### config.mk
export PLATFORM = sky130hd
export DESIGN_NAME = nand_irq_ctrl
export DESIGN_NICKNAME = d
export VERILOG_FILES = /design/src/rtl/nand_irq_pkg.sv /design/src/rtl/nand_irq_edge.sv /design/src/rtl/nand_irq_flags.sv /design/src/rtl/nand_irq_live.sv /design/src/rtl/nand_irq_ctrl.sv
export SDC_FILE = /design/constraint.sdc
export NUM_CORES = 1
export LEC_CHECK = 0
export ABC_CLOCK_PERIOD_IN_PS = 2300
export BUFFER_PORTS_ARGS = -buffer_cell sky130_fd_sc_hd__buf_2
export CORE_MARGIN = 2
export CORE_UTILIZATION = 53
export CTS_CLUSTER_DIAMETER = 30
export CTS_CLUSTER_SIZE = 25
export DETAILED_ROUTE_END_ITERATION = 10
export HOLD_SLACK_MARGIN = 0.03
export PLACE_DENSITY = 0.81
export SYNTH_ARGS = -nofsm -noshare
export SYNTH_HDL_FRONTEND = slang
export SYNTH_SLANG_ARGS = --single-unit
### constraint.sdc
create_clock -name clk_i -period 2.3 [get_ports clk_i]
set_input_delay 0.115 -clock clk_i [delete_from_list [all_inputs] [get_ports clk_i]]
set_output_delay 0.115 -clock clk_i [all_outputs]
set_load 0.02 [all_outputs]
### src/rtl/nand_irq_pkg.sv
package nand_irq_pkg;
  localparam int NSRC = 6;
  // sticky flag / mask bit positions
  localparam int F_WP    = 0;
  localparam int F_ECC   = 1;
  localparam int F_DERR  = 2;
  localparam int F_DFAIL = 3;
  localparam int F_CTRL  = 4;
  localparam int F_NAND  = 5;
  // live status bit positions
  localparam int L_NAND  = 0;
  localparam int L_CTRL  = 1;
  localparam int L_ECC   = 2;
  localparam int L_ERR   = 3;
  localparam int L_CNT   = 4;
  localparam int CNT_W   = 2;
  localparam int L_FAIL  = 6;
  localparam int LIVE_W  = 7;

  typedef enum logic [1:0] {
    REG_MASK = 2'd0,
    REG_STAT = 2'd1,
    REG_LIVE = 2'd2,
    REG_NONE = 2'd3
  } reg_sel_e;
endpackage

### src/rtl/nand_irq_edge.sv
module nand_irq_edge #(
  parameter int W = 6
) (
  input  logic         clk_i,
  input  logic         rst_ni,
  input  logic [W-1:0] lvl_i,
  output logic [W-1:0] rise_o
);
  logic [W-1:0] prev_q;

  for (genvar i = 0; i < W; i++) begin : g_bit
    always_ff @(posedge clk_i or negedge rst_ni) begin
      if (!rst_ni) prev_q[i] <= 1'b0;
      else         prev_q[i] <= lvl_i[i];
    end
    assign rise_o[i] = lvl_i[i] & ~prev_q[i];
  end
endmodule

### src/rtl/nand_irq_flags.sv
module nand_irq_flags #(
  parameter int W = 6
) (
  input  logic         clk_i,
  input  logic         rst_ni,
  input  logic [W-1:0] set_i,
  input  logic         clr_i,
  output logic [W-1:0] flags_o
);
  logic [W-1:0] flags_d;

  // set beats clear so a colliding event survives the read
  always_comb begin
    flags_d = clr_i ? '0 : flags_o;
    flags_d = flags_d | set_i;
  end

  always_ff @(posedge clk_i or negedge rst_ni) begin
    if (!rst_ni) flags_o <= '0;
    else         flags_o <= flags_d;
  end
endmodule

### src/rtl/nand_irq_live.sv
module nand_irq_live
  import nand_irq_pkg::*;
(
  input  logic             nand_rdy_i,
  input  logic             ctrl_rdy_i,
  input  logic             ecc_rdy_i,
  input  logic             dec_err_i,
  input  logic             dec_fail_i,
  input  logic [CNT_W-1:0] err_cnt_i,
  output logic [LIVE_W-1:0] live_o
);
  always_comb begin
    live_o                    = '0;
    live_o[L_NAND]            = nand_rdy_i;
    live_o[L_CTRL]            = ctrl_rdy_i;
    live_o[L_ECC]             = ecc_rdy_i;
    live_o[L_ERR]             = dec_err_i;
    live_o[L_CNT+:CNT_W]      = err_cnt_i;
    live_o[L_FAIL]            = dec_fail_i;
  end
endmodule

### src/rtl/nand_irq_ctrl.sv
module nand_irq_ctrl
  import nand_irq_pkg::*;
#(
  parameter int ADDR_W = 2,
  parameter int DATA_W = 8
) (
  input  logic              clk_i,
  input  logic              rst_ni,
  input  logic              req_i,
  input  logic              we_i,
  input  logic [ADDR_W-1:0] addr_i,
  input  logic [DATA_W-1:0] wdata_i,
  output logic [DATA_W-1:0] rdata_o,
  input  logic              nand_rdy_i,
  input  logic              ctrl_rdy_i,
  input  logic              ecc_rdy_i,
  input  logic              dec_err_i,
  input  logic              dec_fail_i,
  input  logic [1:0]        err_cnt_i,
  input  logic              wp_fault_i,
  output logic              irq_o
);
  logic [NSRC-1:0]   lvl;
  logic [NSRC-1:0]   rise;
  logic [NSRC-1:0]   flags;
  logic [NSRC-1:0]   mask_q;
  logic [LIVE_W-1:0] live;
  logic              sel_mask, sel_stat, sel_live;
  logic              rd_en, wr_mask, rd_stat;
  logic [DATA_W-1:0] rdata_d;
  logic              unused_wdata;

  assign unused_wdata = ^wdata_i[DATA_W-1:NSRC];

  always_comb begin
    lvl          = '0;
    lvl[F_WP]    = wp_fault_i;
    lvl[F_ECC]   = ecc_rdy_i;
    lvl[F_DERR]  = dec_err_i;
    lvl[F_DFAIL] = dec_fail_i;
    lvl[F_CTRL]  = ctrl_rdy_i;
    lvl[F_NAND]  = nand_rdy_i;
  end

  assign sel_mask = (addr_i == ADDR_W'(REG_MASK));
  assign sel_stat = (addr_i == ADDR_W'(REG_STAT));
  assign sel_live = (addr_i == ADDR_W'(REG_LIVE));
  assign rd_en    = req_i & ~we_i;
  assign wr_mask  = req_i & we_i & sel_mask;
  assign rd_stat  = rd_en & sel_stat;

  nand_irq_edge #(.W(NSRC)) u_edge (
    .clk_i  (clk_i),
    .rst_ni (rst_ni),
    .lvl_i  (lvl),
    .rise_o (rise)
  );

  nand_irq_flags #(.W(NSRC)) u_flags (
    .clk_i   (clk_i),
    .rst_ni  (rst_ni),
    .set_i   (rise),
    .clr_i   (rd_stat),
    .flags_o (flags)
  );

  nand_irq_live u_live (
    .nand_rdy_i (nand_rdy_i),
    .ctrl_rdy_i (ctrl_rdy_i),
    .ecc_rdy_i  (ecc_rdy_i),
    .dec_err_i  (dec_err_i),
    .dec_fail_i (dec_fail_i),
    .err_cnt_i  (err_cnt_i),
    .live_o     (live)
  );

  always_ff @(posedge clk_i or negedge rst_ni) begin
    if (!rst_ni)      mask_q <= '0;
    else if (wr_mask) mask_q <= wdata_i[NSRC-1:0];
  end

  always_comb begin
    rdata_d = '0;
    if (sel_mask)      rdata_d[NSRC-1:0]   = mask_q;
    else if (sel_stat) rdata_d[NSRC-1:0]   = flags;
    else if (sel_live) rdata_d[LIVE_W-1:0] = live;
  end

  always_ff @(posedge clk_i or negedge rst_ni) begin
    if (!rst_ni)    rdata_o <= '0;
    else if (rd_en) rdata_o <= rdata_d;
  end

  assign irq_o = |(flags & mask_q);
endmodule

## After elaboration in Yosys (flattened, before gate mapping)

Index checks and enable logic that the tools add are counted.

| storage, ports and cells | value |
|---|---|
| register bits | 25 |
| output and inout bits | 9 |

| cells by class | value |
|---|---|
| eq/ne operators | 2 |
| multiplexer cells | 6 |
| bitwise operators | 19 |
| reduce and logical (&&, ||, !) cells | 2 |

Operator list:

| cell | count |
|---|---|
| $mux 6 | 3 |
| $and 1x1->1 | 10 |
| $mux 7 | 1 |
| $not 1->1 | 7 |
| $and 6x6->6 | 1 |
| $or 6x6->6 | 1 |
| $reduce_or 6->1 | 1 |
| $eq 2x1->1 const B | 1 |
| $eq 2x2->1 const B | 1 |
| $logic_not 2->1 | 1 |
| $mux 1 | 2 |

## Depth between registers and ports, before layout

| logic depth | value |
|---|---|
| depth after elaboration | 5 |
| gate-level depth with buffers | 4 |

## Hierarchy

A second synthesis with hierarchy kept.

| second synthesis, totals | value |
|---|---|
| cell total of the unflattened synthesis | 97 |
| area, all modules | 1,173.6 µm² |

By module, submodules not included:

| module | instances | cells an instance | area an instance (µm²) |
|---|---|---|---|
| nand_irq_ctrl | 1 | 65 | 689.4 |
| nand_irq_edge | 1 | 12 | 232.7 |
| nand_irq_flags | 1 | 13 | 198.9 |
| nand_irq_live | 1 | 7 | 52.6 |

## Least setup slack after synthesis

Ideal clock, no wire load.

| timing path | value |
|---|---|
| path type | input to register |
| from | in addr_i[1] |
| to | reg mask_q[0] |
| setup time | 125 ps |
| arrival time | 876 ps |
| required time | 2,175 ps |
| slack | 1,299 ps |
| stages on the path | 3 |
| path buffers | 1 |
| cell sequence | buf_6 nor3_4 mux2_2 |

| on the way | value |
|---|---|
| longest elaborated chain between the ends | 2 |

Ends and longest elaborated chain:

| item | RTL line | source |
|---|---|---|
| start: declaration | nand_irq_ctrl.sv:11 | `input logic [ADDR_W-1:0] addr_i,` |
| $logic_not 2->1 | nand_irq_ctrl.sv:45 | `assign sel_mask = (addr_i == ADDR_W'(REG_MASK));` |
| $and 1x1->1 | nand_irq_ctrl.sv:49 | `assign wr_mask = req_i & we_i & sel_mask;` |
| end signal: assignment | nand_irq_ctrl.sv:79 | `else if (wr_mask) mask_q <= wdata_i[NSRC-1:0];` |
| end: declaration | nand_irq_ctrl.sv:26 | `logic [NSRC-1:0] mask_q;` |

No other way between the ends.
A chain may end at the register's enable or synchronous reset.

## Worst setup path after layout

| timing path | value |
|---|---|
| from | reg mask_q[4] |
| to | out irq_o |

| on the way | value |
|---|---|
| longest elaborated chain between the ends | 2 |

Ends and longest elaborated chain:

| item | RTL line | source |
|---|---|---|
| $and 6x6->6 | nand_irq_ctrl.sv:94 | `assign irq_o = \|(flags & mask_q);` |
| $reduce_or 6->1 | nand_irq_ctrl.sv:94 |  |
| end: declaration | nand_irq_ctrl.sv:21 | `output logic irq_o` |

No other way between the ends.

==> results_dict.tcl <==
set metrics [dict create \
    status "finished clean" \
    yosys_warnings 0 \
    start_util 0.553 \
    holdPathEnd "mask_q[4]" \
    report.final.setup_viol 0 \
    p_per_area_nw_per_um2 682 \
    nNetsFinal 152 \
    cts_buffer_depth 2 \
    skew_ns 0.0129 \
    worst_slew_pin_slew_ns 0.528 \
    clk_pin_slew_ns 0.12 \
    postPlaceCellArea_um2 1210 \
    grt_pass1_wl_um 3370 \
    die_w_um 48.8 \
    max_freq_mhz 752 \
    grt_setup_unrepaired "no" \
    synth_top_cell_area_share 0.589 \
    portBuffers 27 \
    syn_area_um2 1060 \
    final.min_clock_period_ns 1.33 \
    required_ns 2.18 \
    cts_tree "yes" \
    seq_area_frac_synth 0.589 \
    clock_latency_ns 0.32 \
    n_antenna_cell 0 \
    crit_path_end_kind "output pin" \
    grt.overflow.total 0 \
    die_area_um2 2380 \
    antenna_found_initial 0 \
    maxSlewViolCount 0 \
    finish.instance_area_um2 1350 \
    drt_first_iter_violations 11 \
    stdcell_count 156 \
    dpl_worst_slack_ns 1.04 \
    critical_path.cell_chain "a22oi_1, nand3_1, buf_2" \
    drt-total-wl_um 2010 \
    cts_buffers 3 \
    syn_nets 111 \
    cp.arrival_ns 1.21 \
    reg2reg_depth 3 \
    vias 794 \
    path_class "flip-flop to output pin" \
    first_pass_iters 4 \
    drive_gt1_frac 0.302 \
    cts_htree_levels 1 \
    n_fill_cell 151 \
    clock-sinks 25 \
    syn_inst 89 \
    netlist-cell-type-count 21 \
    fp.dieH_um 48.8 \
    worstPathMaxFanout 3 \
    core-area_um2 1920 \
    syn_avg_cell_area_um2 11.9 \
    path_buf_inv 1 \
    timing.final.hold_violations 0 \
    worstHoldPathCells 2 \
    fin_ws_ns 0.970 \
    yosys-top-cells-area "dfrtp_1, mux2_2, mux2i_1" \
    critPathSlowestCell "dfrtp_1" \
    crit_family "flip-flops" \
    synth_top_area_cell "dfrtp_1" \
    leakage_nw 0.652 \
    grt_pass1_vias 775 \
    ir_worst_vdd_mv 0.544 \
    grt_max_degree 26 \
    hold_path_class "input pin to flip-flop" \
    cts_root_buf "clkbuf_4" \
    grt_use_total 0.188 \
    setup-tns-final_ns 0 \
    row_count 16 \
    hpwl_um 1420 \
    min-delay-start "wdata_i[4]" \
    finalCritPeriodShare 0.578 \
    syn2layout_area_growth_pct 27.4 \
    r2r_start "mask_q[0]" \
    placed_cells 140 \
    crit_path_max_incr_delay_ns 0.42 \
    relSlewSlack 0.648 \
    rr_endpoint "rdata_o[0]" \
    start_kind "flip-flop" \
    ys_seq_elements 25 \
    drc 0 \
    gp_congestion 0.798 \
    cap_violations 0 \
    drtAntennaViolNets 0 \
    regToRegSetupSlack_ns 1.38 \
    drt-vias-per-instance 5.09 \
    post_drt_wl_per_cell_um 12.9 \
    io_pins 31 \
]
routing by layer:
| metal | global-route usage | wire (µm) | vias to the layer above |
|---|---|---|---|
| li1 | - | - | 386 |
| met1 | 0.230 | 880 | 380 |
| met2 | 0.336 | 1030 | 24 |
| met3 | 0.0276 | 74 | 4 |
| met4 | 0.0714 | 25 | 0 |
| met5 | 0 | 0 | - |
cell usage in the layout, fill, tap and decap left out, types with 2 or more instances in the layout:
cell type and n:
nor2_1 6, nand2_1 7, a22o_1 6, inv_1 7, nand3_1 2, a22oi_1 3
buf_2 27, dlygate4sd3_1 12, clkbuf_4 3, or2_1 5, a31oi_1 6, dfrtp_1 25
mux2_2 6, mux2i_1 6
flip-flops by register name, summed over array words and instances (netlist names):
register	count
rdata_o	7
u_flags.flags_o	6
mask_q	6
u_edge.prev_q	6
worst max-delay path by stage:
stage          cells after the start                 end  slack (ns)      start
4_1_cts                            3               irq_o        0.97  mask_q[4]
2_1_floorplan                      3           mask_q[0]        1.30  addr_i[1]
6_report                           3               irq_o        0.97  mask_q[4]
3_5_place_dp                       4  u_flags.flags_o[4]        1.04       we_i
5_1_grt                            3               irq_o        0.86  mask_q[0]
3_3_place_gp                       4  u_flags.flags_o[4]        1.05       we_i
synth_stat cells:
master   number
a22oi_1       3
nand2_2       1
and2b_4       1
nor3_4        1
a31oi_1       6
mux2i_1       6
conb_1        1
mux2_2        6
and2b_1       1
nor2_1        6
buf_6         1
or2_1         5
buf_2         1
buf_4         1
inv_1         7
dfrtp_1      25
nand2_1       7
a22o_1        6
nand3_1       2
or2_0         1
o22ai_1       1
per-stage QoR:
step | util | hold slack (ns) | total power, W
finish | 0.704 | 0.0410 | 0.000924
global route | 0.704 | 0.0308 | 0.000974
CTS | 0.704 | 0.0334 | 0.000928
detailed placement | 0.628 | 0.125 | 0.000724
global placement | 0.628 | 0.120 | 0.000716
floorplan | - | -0.181 | 0.000655
cell type report:
cell class                 instances  area, µm²  share of cell area
clock buffer                       4       26.3              0.0194
inverter                           7       26.3              0.0194
multi-input combinational         54        387               0.286
sequential                        25        626               0.462
tap                               27       33.8              0.0250
timing repair buffer              39        255               0.189
cell families (layout without fill, tap and decap cells):
group	Yosys count	count (layout)	synth area share
AOI/OAI and AO/OA	16	16	0.112
other	1	1	0.00353
DFF	25	25	0.589
muxes	12	12	0.120
buffers and inverters	10	50	0.0471
and+or+nand+nor	25	25	0.128
where the power goes:
group          internal [W]  switching [W]
clock network     0.0000679       0.000126
registers          0.000496      0.0000383
logic             0.0000984      0.0000974
total              0.000662       0.000262
timing repair:
item                                    in CTS  in global routing
endpoints found under the hold margin       36                  0
buffers inserted                             0                  0
gates resized for setup                      0                  0
endpoints found under the setup margin       0                  0
hold buffers                                12                  0
(Power assumes the default switching activity.)
